### config.mk
export PLATFORM = sky130hd
export DESIGN_NAME = pwm_out_stage
export DESIGN_NICKNAME = d
export VERILOG_FILES = /design/src/rtl/pwm_out_pkg.sv /design/src/rtl/pwm_chop_gen.sv /design/src/rtl/pwm_pair_steer.sv /design/src/rtl/pwm_trip_guard.sv /design/src/rtl/pwm_out_stage.sv
export SDC_FILE = /design/constraint.sdc
export NUM_CORES = 1
export LEC_CHECK = 0
export CAP_MARGIN = 30
export CORE_ASPECT_RATIO = 1.1
export CORE_MARGIN = 2
export CORE_UTILIZATION = 50
export CTS_CLUSTER_DIAMETER = 80
export DETAILED_ROUTE_END_ITERATION = 8
export DONT_BUFFER_PORTS = 1
export GPL_TIMING_DRIVEN = 1
export PLACE_DENSITY = 0.78
export SYNTH_ARGS = -nofsm -noshare
export SYNTH_HDL_FRONTEND = slang
export SYNTH_HIERARCHICAL = 1
export SYNTH_SLANG_ARGS = --single-unit
### constraint.sdc
create_clock -name clk_i -period 1.88 [get_ports clk_i]
set_input_delay 0.376 -clock clk_i [delete_from_list [all_inputs] [get_ports clk_i]]
set_output_delay 0.376 -clock clk_i [all_outputs]
set_load 0.01 [all_outputs]
### src/rtl/pwm_out_pkg.sv
`timescale 1ns/1ps
package pwm_out_pkg;
  parameter int unsigned NUM_PAIRS = 3;
  parameter int unsigned DIV_W     = 8;
  // carrier half period is 4*(N+1): needs DIV_W+2 bits, one spare for compare
  localparam int unsigned CNT_W    = DIV_W + 3;
endpackage

### src/rtl/pwm_chop_gen.sv
`timescale 1ns/1ps
module pwm_chop_gen #(
  parameter int unsigned DIV_W = pwm_out_pkg::DIV_W,
  parameter int unsigned CNT_W = pwm_out_pkg::CNT_W
) (
  input  logic             clk_i,
  input  logic             rst_ni,
  input  logic [DIV_W-1:0] div_i,
  output logic             carrier_o
);
  logic [CNT_W-1:0] div_ext, last_cnt, cnt_q;
  logic             car_q;

  assign div_ext  = {{(CNT_W-DIV_W){1'b0}}, div_i};
  assign last_cnt = (div_ext << 2) + CNT_W'(3);  // 4*(N+1)-1

  always_ff @(posedge clk_i or negedge rst_ni) begin
    if (!rst_ni) begin
      cnt_q <= '0;
      car_q <= 1'b1;
    end else if (cnt_q >= last_cnt) begin
      cnt_q <= '0;
      car_q <= ~car_q;
    end else begin
      cnt_q <= cnt_q + 1'b1;
    end
  end

  assign carrier_o = car_q;

  assert_toggle_on_wrap_R5: assert property (@(posedge clk_i) disable iff (!rst_ni)
    (car_q != $past(car_q)) |-> (cnt_q == '0));
endmodule

### src/rtl/pwm_pair_steer.sv
`timescale 1ns/1ps
module pwm_pair_steer (
  input  logic clk_i,
  input  logic rst_ni,
  input  logic hi_i,
  input  logic lo_i,
  input  logic xover_i,
  input  logic en_hi_i,
  input  logic en_lo_i,
  input  logic gate_hi_i,
  input  logic gate_lo_i,
  output logic hi_o,
  output logic lo_o
);
  logic hi_x, lo_x, hi_d, lo_d, hi_q, lo_q;

  // crossover, then pin enable, then carrier gate
  assign hi_x = xover_i ? lo_i : hi_i;
  assign lo_x = xover_i ? hi_i : lo_i;
  assign hi_d = hi_x & en_hi_i & gate_hi_i;
  assign lo_d = lo_x & en_lo_i & gate_lo_i;

  always_ff @(posedge clk_i or negedge rst_ni) begin
    if (!rst_ni) begin
      hi_q <= 1'b0;
      lo_q <= 1'b0;
    end else begin
      hi_q <= hi_d;
      lo_q <= lo_d;
    end
  end

  assign hi_o = hi_q;
  assign lo_o = lo_q;

  assert_hi_disabled_R4: assert property (@(posedge clk_i) disable iff (!rst_ni)
    ($past(rst_ni) && !$past(en_hi_i)) |-> !hi_q);
  assert_lo_disabled_R4: assert property (@(posedge clk_i) disable iff (!rst_ni)
    ($past(rst_ni) && !$past(en_lo_i)) |-> !lo_q);
endmodule

### src/rtl/pwm_trip_guard.sv
`timescale 1ns/1ps
module pwm_trip_guard (
  input  logic clk_i,
  input  logic rst_ni,
  input  logic trip_ni,
  input  logic clr_i,
  output logic lvl_o,
  output logic flag_o
);
  logic sync1_q, lvl_q, flag_q;

  always_ff @(posedge clk_i or negedge rst_ni) begin
    if (!rst_ni) begin
      sync1_q <= 1'b1;
      lvl_q   <= 1'b1;
    end else begin
      sync1_q <= trip_ni;
      lvl_q   <= sync1_q;
    end
  end

  // set wins over clear while the pin is still low
  always_ff @(posedge clk_i or negedge rst_ni) begin
    if (!rst_ni)      flag_q <= 1'b0;
    else if (!lvl_q)  flag_q <= 1'b1;
    else if (clr_i)   flag_q <= 1'b0;
  end

  assign lvl_o  = lvl_q;
  assign flag_o = flag_q;

  assert_flag_sets_R10: assert property (@(posedge clk_i) disable iff (!rst_ni)
    !lvl_q |=> flag_q);
  assert_clear_needs_req_R10: assert property (@(posedge clk_i) disable iff (!rst_ni)
    $fell(flag_q) |-> ($past(clr_i) && $past(lvl_q)));
endmodule

### src/rtl/pwm_out_stage.sv
`timescale 1ns/1ps
module pwm_out_stage #(
  parameter int unsigned NUM_PAIRS = pwm_out_pkg::NUM_PAIRS,
  parameter int unsigned DIV_W     = pwm_out_pkg::DIV_W
) (
  input  logic                 clk_i,
  input  logic                 rst_ni,
  input  logic [NUM_PAIRS-1:0] pwm_hi_i,
  input  logic [NUM_PAIRS-1:0] pwm_lo_i,
  input  logic [NUM_PAIRS-1:0] xover_i,
  input  logic [NUM_PAIRS-1:0] en_hi_i,
  input  logic [NUM_PAIRS-1:0] en_lo_i,
  input  logic [DIV_W-1:0]     chop_div_i,
  input  logic                 chop_hi_en_i,
  input  logic                 chop_lo_en_i,
  input  logic                 trip_ni,
  input  logic                 trip_clr_i,
  output logic [NUM_PAIRS-1:0] pwm_hi_o,
  output logic [NUM_PAIRS-1:0] pwm_lo_o,
  output logic                 trip_lvl_o,
  output logic                 trip_flag_o
);
  localparam int unsigned CNT_W = DIV_W + 3;

  logic                 carrier, gate_hi, gate_lo, trip_flag, run_ok;
  logic [NUM_PAIRS-1:0] stage_hi, stage_lo;

  pwm_chop_gen #(.DIV_W(DIV_W), .CNT_W(CNT_W)) u_chop (
    .clk_i, .rst_ni, .div_i(chop_div_i), .carrier_o(carrier)
  );

  assign gate_hi = ~chop_hi_en_i | carrier;
  assign gate_lo = ~chop_lo_en_i | carrier;

  for (genvar k = 0; k < NUM_PAIRS; k++) begin : g_pair
    pwm_pair_steer u_pair (
      .clk_i, .rst_ni,
      .hi_i(pwm_hi_i[k]), .lo_i(pwm_lo_i[k]), .xover_i(xover_i[k]),
      .en_hi_i(en_hi_i[k]), .en_lo_i(en_lo_i[k]),
      .gate_hi_i(gate_hi), .gate_lo_i(gate_lo),
      .hi_o(stage_hi[k]), .lo_o(stage_lo[k])
    );
  end

  pwm_trip_guard u_trip (
    .clk_i, .rst_ni, .trip_ni, .clr_i(trip_clr_i),
    .lvl_o(trip_lvl_o), .flag_o(trip_flag)
  );

  // unclocked kill path: pin goes straight into the output gates
  assign run_ok      = trip_ni & ~trip_flag;
  assign pwm_hi_o    = stage_hi & {NUM_PAIRS{run_ok}};
  assign pwm_lo_o    = stage_lo & {NUM_PAIRS{run_ok}};
  assign trip_flag_o = trip_flag;

  assert_trip_pin_off_R8: assert property (@(posedge clk_i) disable iff (!rst_ni)
    !trip_ni |-> (pwm_hi_o == '0 && pwm_lo_o == '0));
  assert_flag_holds_off_R10: assert property (@(posedge clk_i) disable iff (!rst_ni)
    trip_flag_o |-> (pwm_hi_o == '0 && pwm_lo_o == '0));
endmodule

==> run_results.csv <==
group,metric,value,unit
global_routing,grtUsageTotal,0.167,
floorplanning,pin_count,37,
detailed_routing,ant_nets,0,
setup_path,crit_type,"register to register",
sta,slew_viol_final,0,
logic_synthesis,synth_cells,113,
job,maxCapViolations,0,
global_routing,grt_start_max_net_pins,22,
cts,cts.clk_slew.worst_paths,0.11,ns
power_and_ir_drop,ir_drop,0.473,mV
global_routing,grt_pass1_wl,3290,um
worst_hold_path,hp-class,"input pin to register",
logic_synthesis,synth_top_area_frac,0.394,
layout,nets,160,
logic_synthesis,syn-num-nets,151,
cts,insertion_delay,0.29,ns
logic_synthesis,ys_ff_latch,21,
layout,fillerInstances,204,
sta,fin_setup_tns,0,ns
placed_design,globalplace.congestion,0.815,
floorplanning,initial_core_util,0.518,
worst_hold_path,holdPathStages,0,
layout,n_antenna_cell,0,
sta,setup_ws,0.0936,ns
sta,min_period_over_period,0.950,
setup_path,worst_ep_arrival_time,2.02,ns
logic_synthesis,synthesis.area,1140,sq um
power_and_ir_drop,total_power,0.00125,W
setup_path,rr_startpoint,"u_chop/cnt_q[8]",
worst_hold_path,min-delay-start,"trip_ni",
logic_synthesis,ys_seq_area_frac,0.463,
power_and_ir_drop,powerDensity,987,nW/um^2
detailed_routing,drt_pass1_iterations,4,
logic_synthesis,synth.avg_cell_area,10.1,sq um
cts,tritoncts,"done",
placed_design,portBuffers,0,
sta,tightest_slew,0.888,ns
cts,cts_buffer_depth,2,
detailed_routing,wire_per_inst,14.3,um
cts,cts_max_level,1,
setup_path,crit_required,2.11,ns
setup_path,crit_start,"u_chop/cnt_q[8]",
logic_synthesis,synth_warnings,6,
logic_synthesis,synth_top_area_cell,"dfrtp_1",
setup_path,reg2reg_slack,0.09,ns
floorplanning,fp-row-count,18,
layout,multi_input_area,602,sq um
global_routing,antenna_found_initial,0,
sta,max_slew_margin,0.406,
worst_hold_path,hold_end,"u_trip/sync1_q",
cts,cts_root_buffer,"clkbuf_4",
setup_path,critical_path.cell_chain,"ha_4, a21o_1, a211o_1, or3_4, xor2_2",
placed_design,place_ws,0.0130,ns
setup_path,slowest_delay,0.45,ns
detailed_routing,vias,838,
layout,regArea,529,sq um
detailed_routing,drtIter0Drc,10,
run_status,status,"finished clean",
global_routing,grt_pass1_vias,837,
floorplanning,fp.dieW,49.6,um
power_and_ir_drop,power.leakage,0.668,nW
setup_path,worstSetupStartpointType,"register",
floorplanning,die_area,2680,sq um
logic_synthesis,synth_cell_types,24,
detailed_routing,drc_errors,0,
cts,cts_buffers,3,
cts,cts.sinks,21,
global_routing,gr-total-overflow,0,
layout,mostFrequentLayoutCells,"nor2_1, dfrtp_1, inv_1",
sta,finalHoldWorstSlack,0.0658,ns
sta,report.final.hold_viol_count,0,
layout,final_common_cell,"nor2_1",
layout,drive_gt1_frac,0.132,
setup_path,end_kind,"register",
placed_design,hpwlAfterDp,1590,um
setup_path,crit_slowest_cell,"or3_4",
sta,setup_viol,0,
sta,period_minus_slack,1.79,ns
detailed_routing,via_per_inst,5.55,
sta,max_freq,560,MHz
layout,finish.utilization,0.574,
floorplanning,core,2210,sq um
detailed_routing,wl,2150,um
sta,clock_skew,0.00462,ns
logic_synthesis,synth.area.top_cells,"dfrtp_1, ha_1, dfstp_2",
setup_path,crit_fanout,6,
floorplanning,die_y,54.1,um
sta,rsz0062_at_grt,"false",
layout,syn_to_final_growth,10.8,%
setup_path,reg2regPathDepth,5,
setup_path,r2r_end,"u_chop/carrier_o",
-- final cells by class --
cell class,instances,area share
multi-input cells,82,0.475
inverters,10,0.0296
clock inverters,1,0.00395
flip-flops and latches,21,0.418
repair buffers,4,0.0257
well taps,30,0.0296
clock buffers,3,0.0178
-- cells by family after synthesis --
family,after synthesis,synth area share
buffers and inverters,11,0.0427
and+or+nand+nor,49,0.222
xor gates and xnor gates,10,0.0767
muxes,6,0.0526
AOI/OAI and AO/OA,7,0.0438
adders and majority gates,9,0.0986
DFF,21,0.463
-- repair_timing --
item,in CTS,in global routing
hold buffers,1,0
gates resized for setup,0,5
hold endpoints to repair,21,0
buffers inserted,0,1
setup endpoints to repair,0,12
-- flip-flops by register name, indices dropped and copies added (netlist names) --
| name | flops |
|---|---|
| u_chop/cnt_q | 11 |
| u_trip/flag_o | 1 |
| u_trip/sync1_q | 1 |
| u_chop/carrier_o | 1 |
| u_trip/lvl_o | 1 |
| g_pair.u_pair/lo_o | 3 |
| g_pair.u_pair/hi_o | 3 |
-- critical path, delay by kind of cell, from the launching register on --
| family | cells | cell delay [ns] |
|---|---|---|
| AO/OA/AOI/OAI | 2 | 0.46 |
| AND/OR/NAND/NOR | 1 | 0.45 |
| XOR/XNOR | 1 | 0.16 |
| flip-flops | 1 | 0.43 |
| adder cells (fa/ha/maj) | 1 | 0.23 |
-- layer usage --
metal,wire (um),up-vias,track usage
met5,0,-,0
met4,37,0,0.125
met3,99,4,0.0306
met2,1190,28,0.302
met1,831,405,0.178
li1,-,401,-
-- Yosys cell counts --
cell type	count
and3_1	1
o21ai_0	1
nand2b_1	2
a2111oi_0	1
and4_1	1
and3b_1	6
a21o_1	1
nand4_1	5
mux2i_1	6
dfrtp_1	18
nand2_1	8
ha_1	9
a211o_1	1
or3_4	1
o21ai_2	1
a31oi_1	1
nor2_1	19
xor2_1	8
a21oi_1	1
xnor2_1	2
buf_6	1
dfstp_2	3
inv_1	10
nand3_1	6
-- per-stage QoR --
step	instances	instance area, sq um
after floorplan	113	1140
after global placement	144	1180
after detailed placement	144	1180
after CTS	149	1220
after global routing	151	1270
final	151	1270
-- where the power goes --
group / internal, W / switching, W / total [W] / leakage (nW)
clock network: 0.0000790 / 0.000124 / 0.000203 / 0.0177
registers: 0.000562 / 0.000117 / 0.000679 / 0.263
logic: 0.000174 / 0.000193 / 0.000368 / 0.387
total: 0.000815 / 0.000435 / 0.00125 / 0.668
-- worst max path at each step --
stage                            end  slack, ns  cells past startpoint
finish              u_chop/carrier_o       0.09                      5
detailed placement  u_chop/carrier_o       0.01                      6
floorplan            u_chop/cnt_q[2]        0.1                      7
global route        u_chop/carrier_o      0.007                      5
CTS                 u_chop/carrier_o       0.02                      5
global placement    u_chop/carrier_o       0.07                      6
No activity file was read; power rests on OpenSTA's default activity.
